## config.mk

```make
export PLATFORM = sky130hd
export DESIGN_NAME = eeprom_row_ctrl
export DESIGN_NICKNAME = d
export VERILOG_FILES = /design/src/rtl/eeprom_pkg.sv /design/src/rtl/eeprom_data_array.sv /design/src/rtl/eeprom_row_latch.sv /design/src/rtl/eeprom_prog_timer.sv /design/src/rtl/eeprom_row_ctrl.sv
export SDC_FILE = /design/constraint.sdc
export NUM_CORES = 2
export LEC_CHECK = 0
export ABC_AREA = 1
export BUFFER_PORTS_ARGS = -buffer_cell sky130_fd_sc_hd__clkbuf_2
export CORE_MARGIN = 3
export CORE_UTILIZATION = 40
export CTS_CLUSTER_SIZE = 10
export DETAILED_ROUTE_END_ITERATION = 10
export GPL_TIMING_DRIVEN = 0
export PLACE_DENSITY_LB_ADDON = 0.1
export SKIP_CTS_REPAIR_TIMING = 1
export SYNTH_ARGS = -nofsm -noshare
export SYNTH_HDL_FRONTEND = slang
export SYNTH_SLANG_ARGS = --single-unit
export TNS_END_PERCENT = 10
```

## constraint.sdc

```tcl
create_clock -name clk -period 10.95 [get_ports clk]
set_clock_uncertainty 0.2 [all_clocks]
set_input_delay 1.095 -clock clk [delete_from_list [all_inputs] [get_ports clk]]
set_output_delay 1.095 -clock clk [all_outputs]
set_load 0.005 [all_outputs]
```

## src/rtl/eeprom_pkg.sv

```systemverilog
package eeprom_pkg;
  localparam int CTL_PROG_BIT  = 0;
  localparam int CTL_LATCH_BIT = 1;

  typedef struct packed {
    logic lat;
    logic prog;
  } ctl_t;
endpackage

```

## src/rtl/eeprom_data_array.sv

```systemverilog
module eeprom_data_array #(
  parameter int ADDR_W = 8,
  parameter int DATA_W = 8
) (
  input  logic              clk,
  input  logic              we,
  input  logic [ADDR_W-1:0] waddr,
  input  logic [DATA_W-1:0] wdata,
  input  logic [ADDR_W-1:0] raddr,
  output logic [DATA_W-1:0] rdata
);
  localparam int DEPTH = 1 << ADDR_W;

  logic [DATA_W-1:0] mem [DEPTH];

  always_ff @(posedge clk) begin
    if (we) mem[waddr] <= wdata;
    rdata <= mem[raddr];
  end
endmodule

```

## src/rtl/eeprom_row_latch.sv

```systemverilog
module eeprom_row_latch #(
  parameter int ADDR_W    = 8,
  parameter int DATA_W    = 8,
  parameter int ROW_BYTES = 32
) (
  input  logic                     clk,
  input  logic                     rst,
  input  logic                     wr_en,
  input  logic [ADDR_W-1:0]        wr_addr,
  input  logic [DATA_W-1:0]        wr_data,
  input  logic                     clear,
  input  logic [$clog2(ROW_BYTES)-1:0] rd_idx,
  output logic [DATA_W-1:0]        rd_data,
  output logic                     rd_valid,
  output logic [ADDR_W-$clog2(ROW_BYTES)-1:0] row,
  output logic [ROW_BYTES-1:0]     valid_vec
);
  localparam int OFS_W = $clog2(ROW_BYTES);
  localparam int ROW_W = ADDR_W - OFS_W;

  logic [DATA_W-1:0] lat_mem [ROW_BYTES];
  logic              row_set;
  logic [ROW_W-1:0]  row_q;
  logic [OFS_W-1:0]  ofs;

  assign ofs = wr_addr[OFS_W-1:0];

  always_ff @(posedge clk) begin
    if (rst || clear) begin
      valid_vec <= '0;
      row_set   <= 1'b0;
      row_q     <= '0;
    end else if (wr_en) begin
      valid_vec[ofs] <= 1'b1;
      if (!row_set) begin
        row_q   <= wr_addr[ADDR_W-1:OFS_W];
        row_set <= 1'b1;
      end
    end
  end

  always_ff @(posedge clk) begin
    if (wr_en) lat_mem[ofs] <= wr_data;
  end

  assign rd_data  = lat_mem[rd_idx];
  assign rd_valid = valid_vec[rd_idx];
  assign row      = row_q;

  a_r7_flags_clear: assert property (@(posedge clk) disable iff (rst)
    clear |=> (valid_vec == '0));
  a_r5_row_held: assert property (@(posedge clk) disable iff (rst)
    (row_set && !clear) |=> $stable(row_q));
endmodule

```

## src/rtl/eeprom_prog_timer.sv

```systemverilog
module eeprom_prog_timer #(
  parameter int ROW_BYTES   = 32,
  parameter int PROG_CYCLES = 1000
) (
  input  logic                         clk,
  input  logic                         rst,
  input  logic                         start,
  input  logic                         abort,
  output logic                         busy,
  output logic                         sweep,
  output logic [$clog2(ROW_BYTES)-1:0] idx,
  output logic                         done
);
  localparam int OFS_W = $clog2(ROW_BYTES);
  localparam int CNT_W = $clog2(PROG_CYCLES + 1);
  localparam logic [CNT_W-1:0] LAST = CNT_W'(PROG_CYCLES - 1);
  localparam logic [CNT_W-1:0] SWEEP_END = CNT_W'(ROW_BYTES);

  logic [CNT_W-1:0] cnt;

  always_ff @(posedge clk) begin
    if (rst || abort) begin
      busy <= 1'b0;
      cnt  <= '0;
    end else if (start) begin
      busy <= 1'b1;
      cnt  <= '0;
    end else if (busy) begin
      if (cnt == LAST) begin
        busy <= 1'b0;
        cnt  <= '0;
      end else begin
        cnt <= cnt + 1'b1;
      end
    end
  end

  assign done  = busy && (cnt == LAST) && !abort;
  assign sweep = busy && (cnt < SWEEP_END) && !abort;
  assign idx   = cnt[OFS_W-1:0];

  a_r11_halt_abort: assert property (@(posedge clk) disable iff (rst)
    abort |=> !busy);
  a_r6_cnt_bound: assert property (@(posedge clk) disable iff (rst)
    busy |-> (cnt <= LAST));
  a_r6_idle_count: assert property (@(posedge clk) disable iff (rst)
    !busy |-> (cnt == '0));
endmodule

```

## src/rtl/eeprom_row_ctrl.sv

```systemverilog
module eeprom_row_ctrl
  import eeprom_pkg::*;
#(
  parameter int ADDR_W      = 8,
  parameter int DATA_W      = 8,
  parameter int ROW_BYTES   = 32,
  parameter int PROG_CYCLES = 1000
) (
  input  logic              clk,
  input  logic              rst,
  input  logic              cpu_sel,
  input  logic              cpu_we,
  input  logic              cpu_reg,
  input  logic [ADDR_W-1:0] cpu_addr,
  input  logic [DATA_W-1:0] cpu_wdata,
  output logic [DATA_W-1:0] cpu_rdata,
  output logic              cpu_rd_oe,
  input  logic              wait_req,
  input  logic              halt_req,
  output logic              busy,
  output logic              lp_ack
);
  localparam int OFS_W = $clog2(ROW_BYTES);
  localparam int ROW_W = ADDR_W - OFS_W;

  ctl_t              ctl_q;
  logic              wr_ctl, wr_dat, start, discard, done;
  logic              sweep, lat_valid, arr_we;
  logic [OFS_W-1:0]  idx;
  logic [ROW_W-1:0]  row;
  logic [DATA_W-1:0] lat_data, arr_q, ctl_snap;
  logic [ROW_BYTES-1:0] valid_vec;
  logic              rd_oe_q, rd_reg_q, lp_q;

  assign wr_ctl  = cpu_sel && cpu_we && cpu_reg && !halt_req && !busy;
  assign wr_dat  = cpu_sel && cpu_we && !cpu_reg && !halt_req && !busy && ctl_q.lat;
  assign start   = wr_ctl && cpu_wdata[CTL_PROG_BIT] && ctl_q.lat;
  assign discard = wr_ctl && !start && ctl_q.lat && !cpu_wdata[CTL_LATCH_BIT];

  always_ff @(posedge clk) begin
    if (rst || halt_req || done) begin
      ctl_q <= '0;
    end else if (start) begin
      ctl_q.prog <= 1'b1;
    end else if (wr_ctl) begin
      ctl_q.lat <= cpu_wdata[CTL_LATCH_BIT];
    end
  end

  eeprom_prog_timer #(.ROW_BYTES(ROW_BYTES), .PROG_CYCLES(PROG_CYCLES)) u_timer (
    .clk(clk), .rst(rst), .start(start), .abort(halt_req),
    .busy(busy), .sweep(sweep), .idx(idx), .done(done)
  );

  eeprom_row_latch #(.ADDR_W(ADDR_W), .DATA_W(DATA_W), .ROW_BYTES(ROW_BYTES)) u_latch (
    .clk(clk), .rst(rst), .wr_en(wr_dat), .wr_addr(cpu_addr), .wr_data(cpu_wdata),
    .clear(halt_req || done || discard), .rd_idx(idx), .rd_data(lat_data),
    .rd_valid(lat_valid), .row(row), .valid_vec(valid_vec)
  );

  assign arr_we = sweep && lat_valid;

  eeprom_data_array #(.ADDR_W(ADDR_W), .DATA_W(DATA_W)) u_array (
    .clk(clk), .we(arr_we), .waddr({row, idx}), .wdata(lat_data),
    .raddr(cpu_addr), .rdata(arr_q)
  );

  always_ff @(posedge clk) begin
    if (rst) begin
      rd_oe_q  <= 1'b0;
      rd_reg_q <= 1'b0;
      ctl_snap <= '0;
      lp_q     <= 1'b0;
    end else begin
      rd_oe_q  <= cpu_sel && !cpu_we && (cpu_reg || !ctl_q.lat);
      rd_reg_q <= cpu_reg;
      ctl_snap <= {{(DATA_W-2){1'b0}}, ctl_q.lat, ctl_q.prog};
      lp_q     <= halt_req || (wait_req && !busy && !start);
    end
  end

  assign cpu_rd_oe = rd_oe_q;
  assign cpu_rdata = !rd_oe_q ? '0 : (rd_reg_q ? ctl_snap : arr_q);
  assign lp_ack    = lp_q;

  a_r3_read_float: assert property (@(posedge clk) disable iff (rst)
    (cpu_sel && !cpu_we && !cpu_reg && ctl_q.lat) |=> !cpu_rd_oe);
  a_r4_write_drop: assert property (@(posedge clk) disable iff (rst)
    (cpu_sel && cpu_we && !cpu_reg && !ctl_q.lat) |=> $stable(valid_vec));
  a_r6_end_clear: assert property (@(posedge clk) disable iff (rst)
    $fell(busy) |-> (!ctl_q.lat && !ctl_q.prog));
  a_r8_prog_needs_latch: assert property (@(posedge clk) disable iff (rst)
    ctl_q.prog |-> ctl_q.lat);
  a_r10_wait_defer: assert property (@(posedge clk) disable iff (rst)
    (busy && wait_req && !halt_req) |=> !lp_ack);
  a_r6_busy_prog: assert property (@(posedge clk) disable iff (rst)
    busy |-> ctl_q.prog);
endmodule

```

==> impl_metrics.tcl <==
set metrics [dict create \
    status "complete, but fails checks" \
    violations "max-capacitance violations, max-slew violations" \
    synth_edf_count 2304 \
    worst_slack_ps 5620 \
    pin_count 34 \
    cts_root_buf "clkbuf_16" \
    hp-class "primary input to register" \
    clkSlewWorstSetupHoldPaths_ps 60 \
    synthSimpleGateAreaFrac 0.230 \
    coreArea_sq_um 241000 \
    syn_inst 8937 \
    tightest_slew_ps 1660 \
    grt_pass1_wl_um 557000 \
    reg2reg_depth 8 \
    hpwlAfterDp_um 298000 \
    synth_top_family_by_area "simple AND/OR/NAND/NOR gates" \
    max_cap_violations 16 \
    slew_headroom -0.105 \
    fin_nets 9397 \
    pre_cts_ws_ps 5380 \
    insertion_delay_ps 950 \
    cp.depth 8 \
    clock-sinks 2371 \
    final_cells 12700 \
    via_per_inst 5.58 \
    synthAdderAreaFrac 0.000516 \
    crit_type "register to register" \
    yosysMostFrequentCell "nand2_1" \
    dieArea_sq_um 248000 \
    slew_violations 137 \
    grt_overflow 0 \
    firstDrtPassIters 6 \
    tns_ps 0 \
    crit-reg2reg-launch "u_timer.cnt[4]$_SDFFE_PP0P_" \
    numPortBuffers 26 \
    cp_cell_sequence "clkbuf_1, inv_1, a21oi_1, nand4_1, nand2_2, nand4_1, buf_2, nor2_1" \
    ys_top_cells_by_count "nand2_1, edfxtp_1, nor2_1" \
    synth_xor_area_frac 0.000181 \
    cts.htree.levels 5 \
    fillerInstances 22300 \
    crit_buf_inv 3 \
    drtIter0Drc 9589 \
    synth_top_area_frac 0.714 \
    grt_use_total 0.331 \
    layout-drive-gt1-share 0.0808 \
    critPathMostFrequentCell "nand4_1" \
    finalCritPeriodShare 0.486 \
    routed_wl_um 420000 \
    gp_congestion 1.01 \
    synthMuxAreaShare 0 \
    grt_max_degree 79 \
    cts_tree "yes" \
    synth.cell_area_sq_um 96900 \
    rows 180 \
    crit_fanout 10 \
    final_core_util 0.463 \
    seq_area_sq_um 70500 \
    synth_area_per_cell_sq_um 10.8 \
    setup_violations 0 \
    synth_compound_area_frac 0.0184 \
    clk_path_buf_depth 4 \
    ys_async_sr_fraction 0 \
    initial_core_util 0.403 \
    dp_cells 12300 \
    synth.net_count 8964 \
    synth_seq_cells 2371 \
    multi_input_area_sq_um 24300 \
    timing.critical_path.to "u_array.mem[124][3]$_DFFE_PP_" \
    synthFlopType "edfxtp_1" \
    timing.reg2reg.setup_slack_ps 5620 \
    rsz0062_at_grt "no" \
    p_per_area_nw_per_um2 175 \
    crit_family "simple AND/OR/NAND/NOR gates" \
    post-route-cell-area_sq_um 111000 \
    synth.yosys.warnings 0 \
    slowest_delay_ps 1230 \
    crit_start "u_timer.cnt[4]$_SDFFE_PP0P_" \
    required_ps 11280 \
    hold_viol 0 \
    worst_path_max_delay_cell "nor2_1" \
    min_period_ps 5330 \
    yosysTopAreaCell "edfxtp_1" \
    vias 70600 \
    synthTopCellsByArea "edfxtp_1, nand2_1, nor2_1, dfxtp_1, nand3_1" \
    critPathLaunchType "register" \
    die_y_um 498 \
    antenna_found_initial 32 \
    die-width_um 498 \
    peakVddDrop_uv 137 \
    crit_arrival_ps 5650 \
    wire_per_inst_um 33.1 \
    cts_buffers 296 \
    areaGrowthSynthToFinish_pct 14.9 \
    p_leak_nw 42.4 \
    ys_seq_area_frac 0.728 \
    place_area_sq_um 103000 \
    grt_pass1_vias 64800 \
    rr_endpoint "u_array.mem[124][3]$_DFFE_PP_" \
    fmax_mhz 188 \
    endpoint_kind "register" \
    antenna_left 0 \
    post-route-drc-count 0 \
    synth_cell_types 37 \
]
worst register-to-register path, cell delays in order (launching register included):
cell	delay (ps)
dfxtp_1	300
clkbuf_1	480
inv_1	350
a21oi_1	200
nand4_1	130
nand2_2	190
nand4_1	1140
buf_2	710
nor2_1	1230
how the worst min path moves through the flow:
stage,startpoint,endpoint,slack [ps],depth (start not counted)
after floorplan,ctl_q[0]$_SDFFE_PP0P_,ctl_snap[0]$_SDFF_PP0_,210,2
after global placement,ctl_q[0]$_SDFFE_PP0P_,ctl_snap[0]$_SDFF_PP0_,230,2
after detailed placement,ctl_q[0]$_SDFFE_PP0P_,ctl_snap[0]$_SDFF_PP0_,240,2
after CTS,cpu_we,cpu_rd_oe$_SDFF_PP0_,100,2
after global routing,cpu_we,cpu_rd_oe$_SDFF_PP0_,110,2
final,cpu_we,cpu_rd_oe$_SDFF_PP0_,130,2
cell families after synthesis:
group | after synthesis
buffers and inverters | 522
XOR/XNOR | 2
AND/OR/NAND/NOR | 5729
AO/OA/AOI/OAI | 309
adder cells (fa/ha/maj) | 4
flip-flops | 2371
sequential cells by signal (all words and copies together) (netlist names), named ones only:
name	cells
lp_ack	1
u_latch.valid_vec	32
cpu_rd_oe	1
u_array.rdata	8
rd_reg_q	1
u_timer.busy	1
u_latch.lat_mem	256
u_array.mem	2048
ctl_q	2
u_timer.cnt	10
u_latch.row	3
ctl_snap	2
u_latch.row_set	1
final cells by class:
cell class | instances | area share
Sequential cell | 2371 | 0.633
Timing Repair Buffer | 135 | 0.0198
Clock buffer | 362 | 0.0696
Tap cell | 3185 | 0.0358
Multi-Input combinational cell | 6044 | 0.218
Buffer | 461 | 0.0187
Clock inverter | 28 | 0.00202
Antenna cell | 18 | 0.000404
Inverter | 61 | 0.00206
power by group:
group | internal [mW] | switching, mW
Combinational | 0.194 | 0.846
Clock | 4.96 | 3.67
Sequential | 9.82 | 0.00161
placed cells by master (no fill, tap or decap), types with 18 or more instances in the layout:
cell,synthesis,final
a21oi_1,88,82
buf_6,11,26
edfxtp_1,2304,2304
dfxtp_1,67,67
o21ai_0,146,146
inv_1,43,43
buf_8,0,29
nand3_1,250,250
nor2_2,13,64
clkbuf_2,0,43
buf_1,29,24
buf_12,1,43
buf_2,168,173
diode_2,0,18
nand2_1,4605,4605
o221ai_1,46,46
nand4_1,51,51
buf_16,0,23
nor2_1,782,731
clkbuf_1,249,293
clkbuf_16,0,300
metrics by stage:
stage | hold slack, ps | power, mW
2_1_floorplan | 210 | 10.5
3_3_place_gp | 226 | 11.0
3_5_place_dp | 238 | 11.0
4_1_cts | 98.1 | 19.5
5_1_grt | 108 | 19.9
6_report | 133 | 19.5
metal layers:
metal | vias up | share of wire | track usage
li1 | 30600 | - | -
met4 | 4 | 0.072 | 0.204
met3 | 965 | 0.098 | 0.0774
met1 | 35000 | 0.39 | 0.429
met5 | - | 0.000060 | 0
met2 | 4073 | 0.44 | 0.504
(Power assumes the default switching activity.)
